<file path="config.mk">
export PLATFORM = sky130hd
export DESIGN_NAME = npc_sequencer
export DESIGN_NICKNAME = d
export VERILOG_FILES = /design/src/rtl/npc_pkg.sv /design/src/rtl/npc_linear_step.sv /design/src/rtl/npc_branch_step.sv /design/src/rtl/npc_sequencer.sv
export SDC_FILE = /design/constraint.sdc
export NUM_CORES = 1
export LEC_CHECK = 0
export BUFFER_PORTS_ARGS = -buffer_cell sky130_fd_sc_hd__buf_2
export CAP_MARGIN = 20
export CORE_ASPECT_RATIO = 1.4
export CORE_MARGIN = 5
export CORE_UTILIZATION = 40
export DETAILED_ROUTE_END_ITERATION = 6
export GPL_TIMING_DRIVEN = 0
export SLEW_MARGIN = 5
export SYNTH_ARGS = -nofsm -noshare
export SYNTH_HDL_FRONTEND = slang
export SYNTH_SLANG_ARGS = --single-unit
</file>
<file path="constraint.sdc">
create_clock -name clk -period 3.4 [get_ports clk]
set_input_delay 0.34 -clock clk [delete_from_list [all_inputs] [get_ports clk]]
set_output_delay 0.34 -clock clk [all_outputs]
set_load 0.1 [all_outputs]
</file>
<file path="src/rtl/npc_pkg.sv">
package npc_pkg;
    localparam int ADDR_W = 32;
    localparam int UIDX_W = 3;

    typedef struct packed {
        logic [ADDR_W-1:0] pc;
        logic [ADDR_W-1:0] npc;
        logic [UIDX_W-1:0] uidx;
    } pc_state_t;
endpackage

</file>
<file path="src/rtl/npc_linear_step.sv">
module npc_linear_step
    import npc_pkg::*;
#(
    parameter int INST_BYTES = 4
) (
    input  pc_state_t st_i,
    input  logic      is_uop_i,
    input  logic      is_last_uop_i,
    output pc_state_t st_o
);
    localparam logic [ADDR_W-1:0] STEP = ADDR_W'(INST_BYTES);

    logic mid_uop;

    always_comb begin
        mid_uop = is_uop_i && !is_last_uop_i;
        if (mid_uop) begin
            st_o      = st_i;
            st_o.uidx = st_i.uidx + UIDX_W'(1);
        end else begin
            st_o.pc   = st_i.npc;
            st_o.npc  = st_i.npc + STEP;
            st_o.uidx = '0;
        end
    end
endmodule

</file>
<file path="src/rtl/npc_branch_step.sv">
module npc_branch_step
    import npc_pkg::*;
#(
    parameter int INST_BYTES = 4,
    parameter bit DELAY_SLOT = 1'b0
) (
    input  pc_state_t         st_i,
    input  logic              taken_i,
    input  logic [ADDR_W-1:0] target_i,
    output pc_state_t         st_o
);
    localparam logic [ADDR_W-1:0] STEP = ADDR_W'(INST_BYTES);

    generate
        if (DELAY_SLOT) begin : g_slot
            always_comb begin
                st_o.pc   = st_i.npc;
                st_o.npc  = taken_i ? target_i : (st_i.npc + STEP);
                st_o.uidx = '0;
            end
        end else begin : g_noslot
            logic [ADDR_W-1:0] new_pc;
            always_comb begin
                new_pc    = taken_i ? target_i : (st_i.pc + STEP);
                st_o.pc   = new_pc;
                st_o.npc  = new_pc + STEP;
                st_o.uidx = '0;
            end
        end
    endgenerate
endmodule

</file>
<file path="src/rtl/npc_sequencer.sv">
module npc_sequencer
    import npc_pkg::*;
#(
    parameter int                INST_BYTES = 4,
    parameter bit                DELAY_SLOT = 1'b0,
    parameter logic [ADDR_W-1:0] RESET_VEC  = 32'h0000_1000
) (
    input  logic              clk,
    input  logic              rst,
    input  logic              advance,
    input  logic              is_ctrl,
    input  logic              is_uop,
    input  logic              is_last_uop,
    input  logic              pred_taken_in,
    input  logic [ADDR_W-1:0] pred_target,
    input  logic              squash,
    input  logic [ADDR_W-1:0] redir_pc,
    input  logic [ADDR_W-1:0] redir_npc,
    input  logic [UIDX_W-1:0] redir_uidx,
    output logic [ADDR_W-1:0] cur_pc,
    output logic [ADDR_W-1:0] cur_npc,
    output logic [UIDX_W-1:0] cur_uidx,
    output logic              pred_taken_out,
    output logic              branching
);
    localparam logic [ADDR_W-1:0] STEP = ADDR_W'(INST_BYTES);

    pc_state_t st_q, st_d;
    pc_state_t lin_st, br_st;

    npc_linear_step #(.INST_BYTES(INST_BYTES)) u_linear (
        .st_i          (st_q),
        .is_uop_i      (is_uop),
        .is_last_uop_i (is_last_uop),
        .st_o          (lin_st)
    );

    npc_branch_step #(.INST_BYTES(INST_BYTES), .DELAY_SLOT(DELAY_SLOT)) u_branch (
        .st_i     (st_q),
        .taken_i  (pred_taken_in),
        .target_i (pred_target),
        .st_o     (br_st)
    );

    always_comb begin
        st_d = st_q;
        if (squash) begin
            st_d.pc   = redir_pc;
            st_d.npc  = redir_npc;
            st_d.uidx = redir_uidx;
        end else if (advance) begin
            st_d = is_ctrl ? br_st : lin_st;
        end
    end

    always_ff @(posedge clk) begin
        if (rst) begin
            st_q.pc   <= RESET_VEC;
            st_q.npc  <= RESET_VEC + STEP;
            st_q.uidx <= '0;
        end else begin
            st_q <= st_d;
        end
    end

    assign cur_pc         = st_q.pc;
    assign cur_npc        = st_q.npc;
    assign cur_uidx       = st_q.uidx;
    assign pred_taken_out = is_ctrl & pred_taken_in;
    assign branching      = (st_q.npc != (st_q.pc + STEP));

    p_squash_load_r8: assert property (@(posedge clk) disable iff (rst)
        squash |=> (cur_pc == $past(redir_pc) && cur_npc == $past(redir_npc)
                    && cur_uidx == $past(redir_uidx)));

    p_hold_r9: assert property (@(posedge clk) disable iff (rst)
        (!squash && !advance) |=> ($stable(cur_pc) && $stable(cur_npc) && $stable(cur_uidx)));

    p_uop_step_r2: assert property (@(posedge clk) disable iff (rst)
        (advance && !squash && !is_ctrl && is_uop && !is_last_uop)
        |=> (cur_uidx == $past(cur_uidx) + UIDX_W'(1) && $stable(cur_pc) && $stable(cur_npc)));

    p_ctrl_clear_r4: assert property (@(posedge clk) disable iff (rst)
        (advance && !squash && is_ctrl) |=> (cur_uidx == '0));

    p_seq_r3: assert property (@(posedge clk) disable iff (rst)
        (advance && !squash && !is_ctrl && !(is_uop && !is_last_uop))
        |=> (cur_pc == $past(cur_npc) && cur_uidx == '0));

    always_comb begin
        p_taken_gate_r7: assert (!(pred_taken_out && !is_ctrl));
    end
endmodule

</file>
==> results.md, run 1 <==
- Yosys warns: 0
- Synth Register Bits: 67
- Slew Limit Headroom: 39.8%
- M2 GR Usage: 55.4%
- Drt total wl: 30.2 mm
- TritonCTS clock tree: done
- Post-synthesis sequential area ratio: 21.4%
- Hold Path Origin: redir_npc[14]
- Number of buffers created by CTS: 9
- Max cap viols: 0
- RSZ-0062 raised after global routing: true
- PD cells: 414 nW/µm²
- Finished Cell Area: 7950 µm²
- # fillers: 1665
- Outcome: complete, but fails checks
- Area leader, netlist: dfxtp_1
- Worst-path clk slew: 0.07 ns
- Worst slack, placed: -0.249 ns
- CP startpoint: cur_pc[2]
- Worst Setup Path Type: register to output pin
- Top cell type's share of synthesized area: 21.4%
- Synth async-reset ratio: 0%
- Hold_buf cts: 0
- Dominant cells by area after synthesis: dfxtp_1, xnor2_1, nand2_1
- Count leader, synth: nand2_1
- 1st-pass router iterations: 5
- Data arrival, critical path: 3.16 ns
- Hold Violations, Final: 0
- Die ar.: 18300 µm²
- Max frequency: 285 MHz
- Slew @ Worst Pin: 0.903 ns
- GRT overflow: 0
- Area of the multi-input gates: 4650 µm²
- DRT antenna net count: 0
- Initial DRC Count: 796
- Core Box Area: 15500 µm²
- Avg Synthesized Cell Area: 7.15 µm²
- Synth Instances: 878
- Initial antenna violation count: 0
- Drc violations: 0
- Crit Reg-Reg Startpoint: cur_pc[2]
- Initial Util: 40.4%
- Worst setup margin: -0.105 ns
- ANT cells: 0
- Die width: 116 µm
- Setup crit start kind: register
- Met1 usage: 37.0%
- Fin crit period: 3.50 ns
- Routability cong.: 0.958
- Worst-Skew Late Latency: 0.36 ns
- Placed Area: 7580 µm²
- Clock H-tree levels: 3
- CP Max Fanout: 10
- Nets: 1174
- EDFF count, synth: 0
- Top cells by count, synth: nand2_1, a21oi_1, dfxtp_1, nor2_1, clkbuf_1
- I/O pin total: 176
- Share of cells above drive strength 1: 25.9%
- Post-Syn Area: 6280 µm²
- Busiest grt layer: met2
- Routing usage on met3: 5.55%
- Die height: 158 µm
- Distinct cells, synth: 73
- Peak supply drop: 0.206 mV
- WP data required: 3.06 ns
- CTS Root Cell: clkbuf_16
- Drt via density: 6.22
- First-pass GRT wire length: 43.5 mm
- PortBufs: 172
- Clk sink count: 67
- CP endpoint kind: output pin
- Max-slew violation count: 0
- Leakage: 0.00303 µW
- Top FF cell, synth: dfxtp_1
- Vias in the first global route: 7465
- Final hold slack: 0.244 ns
- Setup tns final: -0.209 ns
- Skew final: 0.0132 ns
- DR vias: 7862
- Detailed placement HPWL: 23.3 mm
- Failing checks: negative setup slack
- Syn_nets: 989
- Drt wl/cell: 23.9 µm
- Largest net degree at the start of global routing: 15
- Final setup vio count: 5
- Final period utilization: 103%
- Hold crit path type: input pin to register
- Cell row count: 54
- Area Growth Syn to Fin: 26.6%
- Sequential Area: 1430 µm²
- CTS Buffer Depth: 2
- GRT Total Usage: 32.1%
## critical path, stage by stage, from the launching register on
cell and delay [ns]:
dfxtp_4 0.43, ha_4 0.20, nand3_4 0.15, or3_4 0.40, nand2_1 0.13, xnor2_1 0.13
nand3_1 0.13, or4_1 0.55, nor4_2 0.24, nand4_1 0.22, buf_12 0.22
## power breakdown
part	internal, µW	switching [µW]
clock	505	446
combinational	360	1030
sequential	852	101
total	1720	1570
## worst paths after layout
path | endpoint | slack (ns) | cells after the start
worst max-delay path | branching | -0.10 | 10
worst min-delay path | cur_npc[14] | 0.24 | 3
worst max register to register | cur_npc[25] | -0.04 | 11
worst min register to register | cur_pc[24] | 0.48 | 2
## what timing repair did
action / CTS / global route
endpoints found under the setup margin: 5 / 14
pin swaps: 1 / 4
gates resized for setup: 5 / 11
buffers inserted: 1 / 1
gates cloned: 0 / 0
## flip-flops by register name (all words and copies together) (netlist names)
signal	count
cur_uidx	3
cur_pc	32
cur_npc	32
## stage by stage
step	power, µW	cells	utilization [%]
2_1_floorplan	1950	878	-
3_3_place_gp	2330	1246	48.8
3_5_place_dp	2330	1246	48.8
4_1_cts	3280	1263	50.8
5_1_grt	3410	1264	51.1
6_report	3290	1264	51.1
## layout make-up
class	instances	share of cell area [%]
Clock buffer	9	2.83
Sequential cell	67	18.0
Tap cell	196	3.09
Buffer	82	4.91
Clock inverter	7	0.708
Inverter	16	0.756
Timing Repair Buffer	174	11.2
Multi-Input combinational cell	713	58.5
## per-layer routing
metal	part of all wire [%]	up-vias	wire length [µm]
li1	-	3602	-
met1	36	3700	10900
met2	49	456	14900
met3	8.3	104	2510
met4	6.1	0	1830
met5	0	-	0
## kinds of logic after synthesis
kind of cell	count (synthesis)	share of synthesized area, %
compound gates	253	27.3
xor+xnor	97	13.8
fa+ha+maj	4	0.797
buf+inv	98	6.30
flops	67	21.4
mux	16	2.71
simple gates	343	27.7
## cell usage in the layout, fill, tap and decap left out, drive strengths merged, types with 18 or more instances in the layout
cell    instances
nand4          18
dfxtp          67
xnor2          56
buf           196
a21oi          68
o211ai         35
nand2         113
o21ai          52
a221oi         18
clkbuf         69
nand3          31
nor3           31
nor4           21
nor2           65
inv            21
xor2           41
Power figures use the tool's default switching activity.
==> run 2: changes to the inputs <==
GPL_ROUTABILITY_DRIVEN = 0   (was not set)
SYNTH_HIERARCHICAL = 1   (was not set)
==> run 2 against run 1 <==
Against the previous run: the run now ends clean; via count grew 16%; critical endpoint unchanged; sequential power up 3.9%; wire length rose by 6.9%; clock skew shrank 0.0043 ns; global-route usage down 4.5 points; sequential share of layout area shrank 3.9 points; die area is 19% higher; non-clock buffer count grew 43.
==> results.md, run 2 <==
- Outcome: completed (was complete, but fails checks)
- CTS Buffer Depth: 2 (unchanged)
- I/O pin total: 176 (unchanged)
- Drt wl/cell: 20.6 µm (was 23.9 µm)
- Delay-heaviest family, CP: simple AND/OR/NAND/NOR gates (unchanged)
- Core Box Area: 18600 µm² (was 15500 µm²)
- Area Growth Syn to Fin: 32.3% (was 26.6%)
- Number of buffers created by CTS: 9 (unchanged)
- Hold_buf cts: 0 (unchanged)
- Largest net degree at the start of global routing: 16 (was 15)
- Multiplexer share of the synthesized area: 9.97% (was 2.71%)
- Synth Area in Compound Gates: 17.7% (was 27.3%)
- Data arrival, critical path: 2.98 ns (was 3.16 ns)
- Fin util: 54.0% (was 51.1%)
- Cell row count: 59 (was 54)
- Buf/Inv on CP: 2 (was 1)
- Post-Synth XOR/XNOR Area: 13.7% (was 13.8%)
- First-pass GRT wire length: 48.1 mm (was 43.5 mm)
- Max cap viols: 0 (unchanged)
- GRT Total Usage: 27.6% (was 32.1%)
- Clk sink count: 67 (unchanged)
- Hold crit path type: input pin to register (unchanged)
- EDFF count, synth: 0 (unchanged)
- Share of cells above drive strength 1: 29.1% (was 25.9%)
- Nets: 1426 (was 1174)
- Worst-path clk slew: 0.05 ns (was 0.07 ns)
- 1st-pass router iterations: 5 (unchanged)
- M1 WL: 12.7 mm (was 10.9 mm)
- Vias in the first global route: 8546 (was 7465)
- Adder-cell share of the synthesized area: 0.824% (was 0.797%)
- Post-Syn Area: 7590 µm² (was 6280 µm²)
- PD cells: 330 nW/µm² (was 414 nW/µm²)
- Synth Register Bits: 67 (unchanged)
- Slew @ Worst Pin: 0.938 ns (was 0.903 ns)
- Clock H-tree levels: 3 (unchanged)
- Drt via density: 5.85 (was 6.22)
- Highest-count cells in the layout ignoring fill and taps: buf_2, nand2_1, nor2_1 (was buf_2, nand2_1, a21oi_1)
- Worst-Skew Late Latency: 0.36 ns (about the same)
- Worst Setup Path Type: register to output pin (unchanged)
- CTS Root Cell: clkbuf_16 (unchanged)
- Top FF cell, synth: dfxtp_1 (unchanged)
- Top sig layer: met4 (unchanged)
- Yosys warns: 6 (was 0)
- Distinct cells, synth: 79 (was 73)
- Synth async-reset ratio: 0% (unchanged)
- Max frequency: 301 MHz (was 285 MHz)
- WP data required: 3.06 ns (about the same)
- CP Max Fanout: 7 (was 10)
- Top cell type's share of synthesized area: 17.7% (was 21.4%)
- Max-slew violation count: 0 (unchanged)
- Initial antenna violation count: 0 (unchanged)
- Leakage: 0.00433 µW (was 0.00303 µW)
- WL met3: 2.43 mm (was 2.51 mm)
- Fin crit period: 3.32 ns (was 3.50 ns)
- Peak supply drop: 0.282 mV (was 0.206 mV)
- Setup crit start kind: register (unchanged)
- # fillers: 1920 (was 1665)
- Commonest non-fill, non-tap cell in the layout: buf_2 (unchanged)
- Met2 Wirelength: 15.2 mm (was 14.9 mm)
- Synth Instances: 1082 (was 878)
- Crit-path cells: buf_8 -> nand3_4 -> or4_4 -> or4_4 -> and4bb_1 -> nor3_1 -> a211oi_2 -> nand4_1 -> buf_8 (was ha_4 -> nand3_4 -> or3_4 -> nand2_1 -> xnor2_1 -> nand3_1 -> or4_1 -> nor4_2 -> nand4_1 -> buf_12)
- Dominant cells by area after synthesis: dfxtp_1, mux2i_1, nand2_1 (was dfxtp_1, xnor2_1, nand2_1)
- Slew Limit Headroom: 37.4% (was 39.8%)
- Area leader, netlist: dfxtp_1 (unchanged)
- GRT overflow: 0 (unchanged)
- Count leader, synth: nand2_1 (unchanged)
- Die ar.: 21900 µm² (was 18300 µm²)
- Initial Util: 40.8% (was 40.4%)
- TritonCTS clock tree: done (unchanged)
- Post-Synth Simple-Gate Area: 33.6% (was 27.7%)
- Post-synthesis sequential area ratio: 17.7% (was 21.4%)
- Die height: 173 µm (was 158 µm)
- Crit path max-delay cell type: or4_4 (was or4_1)
- Skew final: 0.00890 ns (was 0.0132 ns)
- PortBufs: 171 (was 172)
- Largest family of logic cells by synthesized area: simple AND/OR/NAND/NOR gates (unchanged)
- ANT cells: 0 (unchanged)
- Top cells by count, synth: nand2_1, nor2_1, mux2i_1, a211oi_1, a21oi_1 (was nand2_1, a21oi_1, dfxtp_1, nor2_1, clkbuf_1)
- Design Power: 3310 µW (was 3290 µW)
- Drt total wl: 32.3 mm (was 30.2 mm)
- Initial DRC Count: 838 (was 796)
- Detailed placement HPWL: 23.7 mm (was 23.3 mm)
- CP endpoint kind: output pin (unchanged)
- DRT antenna net count: 0 (unchanged)
- Hold Violations, Final: 0 (unchanged)
- DR vias: 9143 (was 7862)
- Final period utilization: 97.7% (was 103%)
- Drc violations: 0 (unchanged)
- Final setup vio count: 0 (was 5)
- Die width: 126 µm (was 116 µm)
- Avg Synthesized Cell Area: 7.02 µm² (was 7.15 µm²)
- CP max stage delay: 0.61 ns (was 0.55 ns)
==> run 2: kinds of logic after synthesis <==
| logic type | after synthesis |
|---|---|
| other cells | 1 |
| simple gates | 517 |
| flops | 67 |
| buf+inv | 100 |
| xor+xnor | 117 |
| mux | 75 |
| compound gates | 200 |
| fa+ha+maj | 5 |
==> run 2: metal layers <==
metal | up-vias | global-route usage [%]
li1 | 4301 | -
met1 | 4269 | 33.8
met2 | 469 | 46.1
met3 | 104 | 3.83
met4 | 0 | 15.6
met5 | - | 0
==> run 2: what timing repair did <==
item                                   4_1_cts  5_1_grt
setup endpoints to repair                   18       19
resized for setup                           39       84
endpoints found under the hold margin        0        0
gates cloned                                 0        0
setup buffers                                9       39
pin swaps                                   13       37
==> run 2: stage by stage <==
step / hold slack, ns / setup slack (ns) / instances / cell area (µm²) / TNS (ns)
6_report: 0.198 / 0.0780 / 1563 / 10000 / 0
5_1_grt: 0.221 / -0.0918 / 1563 / 10000 / -0.295
4_1_cts: 0.190 / -0.00250 / 1524 / 9380 / -0.00250
3_5_place_dp: 0.558 / -1.36 / 1499 / 8840 / -14.54
3_3_place_gp: 0.563 / -1.39 / 1499 / 8840 / -14.73
2_1_floorplan: 0.462 / -0.117 / 1084 / 7680 / -0.117
==> run 2: layout make-up <==
class | count | area [µm²] | share of cell area [%]
Buffer | 80 | 490 | 4.88
Clock buffer | 11 | 254 | 2.53
Clock inverter | 5 | 26.3 | 0.262
Inverter | 20 | 78.8 | 0.785
Multi-Input combinational cell | 917 | 6210 | 61.8
Sequential cell | 67 | 1420 | 14.1
Tap cell | 244 | 305 | 3.04
Timing Repair Buffer | 219 | 1270 | 12.6
==> run 2: final timing paths <==
path	start	end	slack, ns	depth (start not counted)
hold reg to reg	cur_uidx[1]	cur_uidx[1]	0.68	4
setup / recovery	cur_pc[13]	branching	0.08	9
setup reg to reg	cur_pc[5]	cur_npc[30]	0.09	16
hold / removal	redir_npc[2]	cur_npc[2]	0.20	2
==> run 2: where the power goes <==
group | switching (µW) | total, µW | internal, µW
clock network | 397 | 929 | 532
registers | 149 | 990 | 841
logic | 952 | 1390 | 441
==> run 3: changes to the inputs <==
GPL_TIMING_DRIVEN = 1   (was 0)
==> run 3 against run 2 <==
Against the previous run: worst hold slack improved by 0.0059 ns; global-route usage decreased by 3.5 points; core utilization decreased by 3.7 points; largest cell class unchanged; clock skew about the same; count of clock-buffer cells in the layout increased by 2; critical path depth decreased by 1; clock power decreased by 7.0%; fmax increased by 0.99%; sequential power decreased by 2.7%.
==> results.md, run 3 (synthesis gave the netlist of run 2 again) <==
- Final period utilization: 96.7% (was 97.7%)
- ANT cells: 0 (unchanged)
- Die height: 173 µm (unchanged)
- Setup crit start kind: register (unchanged)
- Drt total wl: 27.7 mm (was 32.3 mm)
- Max frequency: 304 MHz (was 301 MHz)
- Worst hold path endpoint: cur_npc[2] (unchanged)
- Fin crit period: 3.29 ns (was 3.32 ns)
- First-pass GRT wire length: 42.9 mm (was 48.1 mm)
- Hold crit path type: input pin to register (unchanged)
- Data arrival, critical path: 2.95 ns (was 2.98 ns)
- Clock H-tree levels: 3 (unchanged)
- Setup tns final: 0 ns (unchanged)
- Design Power: 3150 µW (was 3310 µW)
- CP endpoint kind: output pin (unchanged)
- Leakage: 0.00410 µW (was 0.00433 µW)
- Peak supply drop: 0.206 mV (was 0.282 mV)
- Largest net degree at the start of global routing: 72 (was 16)
- WP data required: 3.06 ns (about the same)
- Drc violations: 0 (unchanged)
- Delay-heaviest family, CP: simple AND/OR/NAND/NOR gates (unchanged)
- Worst slack, placed: 0.168 ns (was -1.36 ns)
- PD cells: 337 nW/µm² (was 330 nW/µm²)
- Commonest non-fill, non-tap cell in the layout: buf_2 (unchanged)
- GRT overflow: 0 (unchanged)
- Crit path max-delay cell type: or4_4 (unchanged)
- Max cap viols: 0 (unchanged)
- CTS Buffer Depth: 2 (unchanged)
- Fin util: 50.3% (was 54.0%)
- Die width: 126 µm (unchanged)
- Worst setup margin: 0.111 ns (was 0.0780 ns)
- Area Growth Syn to Fin: 23.2% (was 32.3%)
- Outcome: completed (unchanged)
- Worst-Skew Late Latency: 0.35 ns (was 0.36 ns)
- Skew final: 0.00913 ns (was 0.00890 ns)
- Slew @ Worst Pin: 0.735 ns (was 0.938 ns)
- CP Max Fanout: 14 (was 7)
- Drt via density: 5.62 (was 5.85)
- PortBufs: 175 (was 171)
- Clk sink count: 67 (unchanged)
- Die ar.: 21900 µm² (unchanged)
- Most used cell, CP: or4_4
- Crit-path cells: nand3_1 -> or4_4 -> or4_4 -> nor3b_1 -> nor3_1 -> a211oi_2 -> nand4_1 -> buf_4 (was buf_8 -> nand3_4 -> or4_4 -> or4_4 -> and4bb_1 -> nor3_1 -> a211oi_2 -> nand4_1 -> buf_8)
- CP max stage delay: 0.52 ns (was 0.61 ns)
- GRT Total Usage: 24.1% (was 27.6%)
- I/O pin total: 176 (unchanged)
- Vias in the first global route: 7791 (was 8546)
- # fillers: 1925 (was 1920)
- R2R Setup Slk: 0.23 ns (was 0.09 ns)
- Cell row count: 59 (unchanged)
- Hold Path Origin: redir_npc[2] (unchanged)
- RSZ-0062 raised after global routing: false
- Worst Hold Path Cells: 2 (unchanged)
- Share of cells above drive strength 1: 26.2% (was 29.1%)
- Number of buffers created by CTS: 9 (unchanged)
- Drt wl/cell: 18.4 µm (was 20.6 µm)
- Max-slew violation count: 0 (unchanged)
- DRT antenna net count: 0 (unchanged)
- TritonCTS clock tree: done (unchanged)
- Worst Setup Path Type: register to output pin (unchanged)
- Initial DRC Count: 597 (was 838)
- Highest-count cells in the layout ignoring fill and taps: buf_2, nand2_1, nor2_1 (unchanged)
- Initial antenna violation count: 0 (unchanged)
- Fin cells: 1511 (was 1563)
- Core Box Area: 18600 µm² (unchanged)
- Crit Reg-Reg Startpoint: cur_pc[3] (was cur_pc[5])
- Worst-path clk slew: 0.06 ns (was 0.05 ns)
- Slew Limit Headroom: 51.0% (was 37.4%)
- Final setup vio count: 0 (unchanged)
- Nets: 1374 (was 1426)
- Hold Violations, Final: 0 (unchanged)
- Buf/Inv on CP: 1 (was 2)
- Detailed placement HPWL: 21.1 mm (was 23.7 mm)
- CTS Root Cell: clkbuf_16 (unchanged)
- Initial Util: 40.8% (unchanged)
- Reg2Reg Depth: 13 (was 16)
- Placed insts: 1488 (was 1499)
- DR vias: 8497 (was 9143)
- 1st-pass router iterations: 5 (unchanged)
- Worst r2r dst: cur_npc[20] (was cur_npc[30])
-- run 3: per-stage QoR --
stage               hold WS (ns)  cell area [µm²]
floorplan                  0.462             7680
global placement           0.560             8980
detailed placement         0.551             8980
CTS                        0.191             9250
global route               0.216             9350
finish                     0.204             9350
-- run 3: timing repair --
item	CTS	global route
gates resized for setup	2	11
setup buffers	1	6
setup endpoints to repair	1	10
pin swaps	1	2
hold buffers	0	0
-- run 3: final cells by class --
class | instances | area (µm²) | share of cell area [%]
flip-flops and latches | 67 | 1410 | 15.1
clock inverters | 3 | 15.0 | 0.161
clock buffers | 13 | 240 | 2.57
well taps | 244 | 305 | 3.26
inverters | 20 | 75.1 | 0.803
repair buffers | 247 | 1460 | 15.7
multi-input cells | 917 | 5840 | 62.5
-- run 3: metal layers --
metal,global-route usage [%],up-vias,routed length [µm]
met5,0,-,0
met4,9.70,0,898
met3,3.98,51,1700
met2,40.9,296,13400
met1,30.1,3973,11700
li1,-,4177,-
-- run 3: where the power goes --
| group | switching, µW | leakage, µW | internal [µW] | total (µW) |
|---|---|---|---|---|
| clock network | 373 | 0.000127 | 491 | 864 |
| logic | 907 | 0.00340 | 415 | 1320 |
| registers | 121 | 0.000567 | 842 | 963 |
-- run 3: worst max path at each step --
stage / startpoint / endpoint / slack (ns) / depth (start not counted)
5_1_grt: cur_pc[9] / cur_npc[31] / 0.0007 / 13
6_report: cur_pc[11] / branching / 0.11 / 8
3_3_place_gp: cur_pc[3] / cur_npc[28] / 0.23 / 13
3_5_place_dp: cur_pc[3] / cur_npc[26] / 0.17 / 13
2_1_floorplan: cur_pc[12] / branching / -0.12 / 8
4_1_cts: cur_pc[11] / branching / 0.06 / 7
-- run 3: worst register-to-register path, stage by stage, from the launching register on --
cell and delay [ns]:
dfxtp_4 0.39, nand3_1 0.19, buf_4 0.22, nor4_1 0.24
o31ai_1 0.17, a211oi_1 0.33, and3_1 0.29, nand3_2 0.26
or2_2 0.38, xnor2_1 0.14, mux2i_1 0.09, a211oi_1 0.24
a21oi_1 0.07, nor2_1 0.10
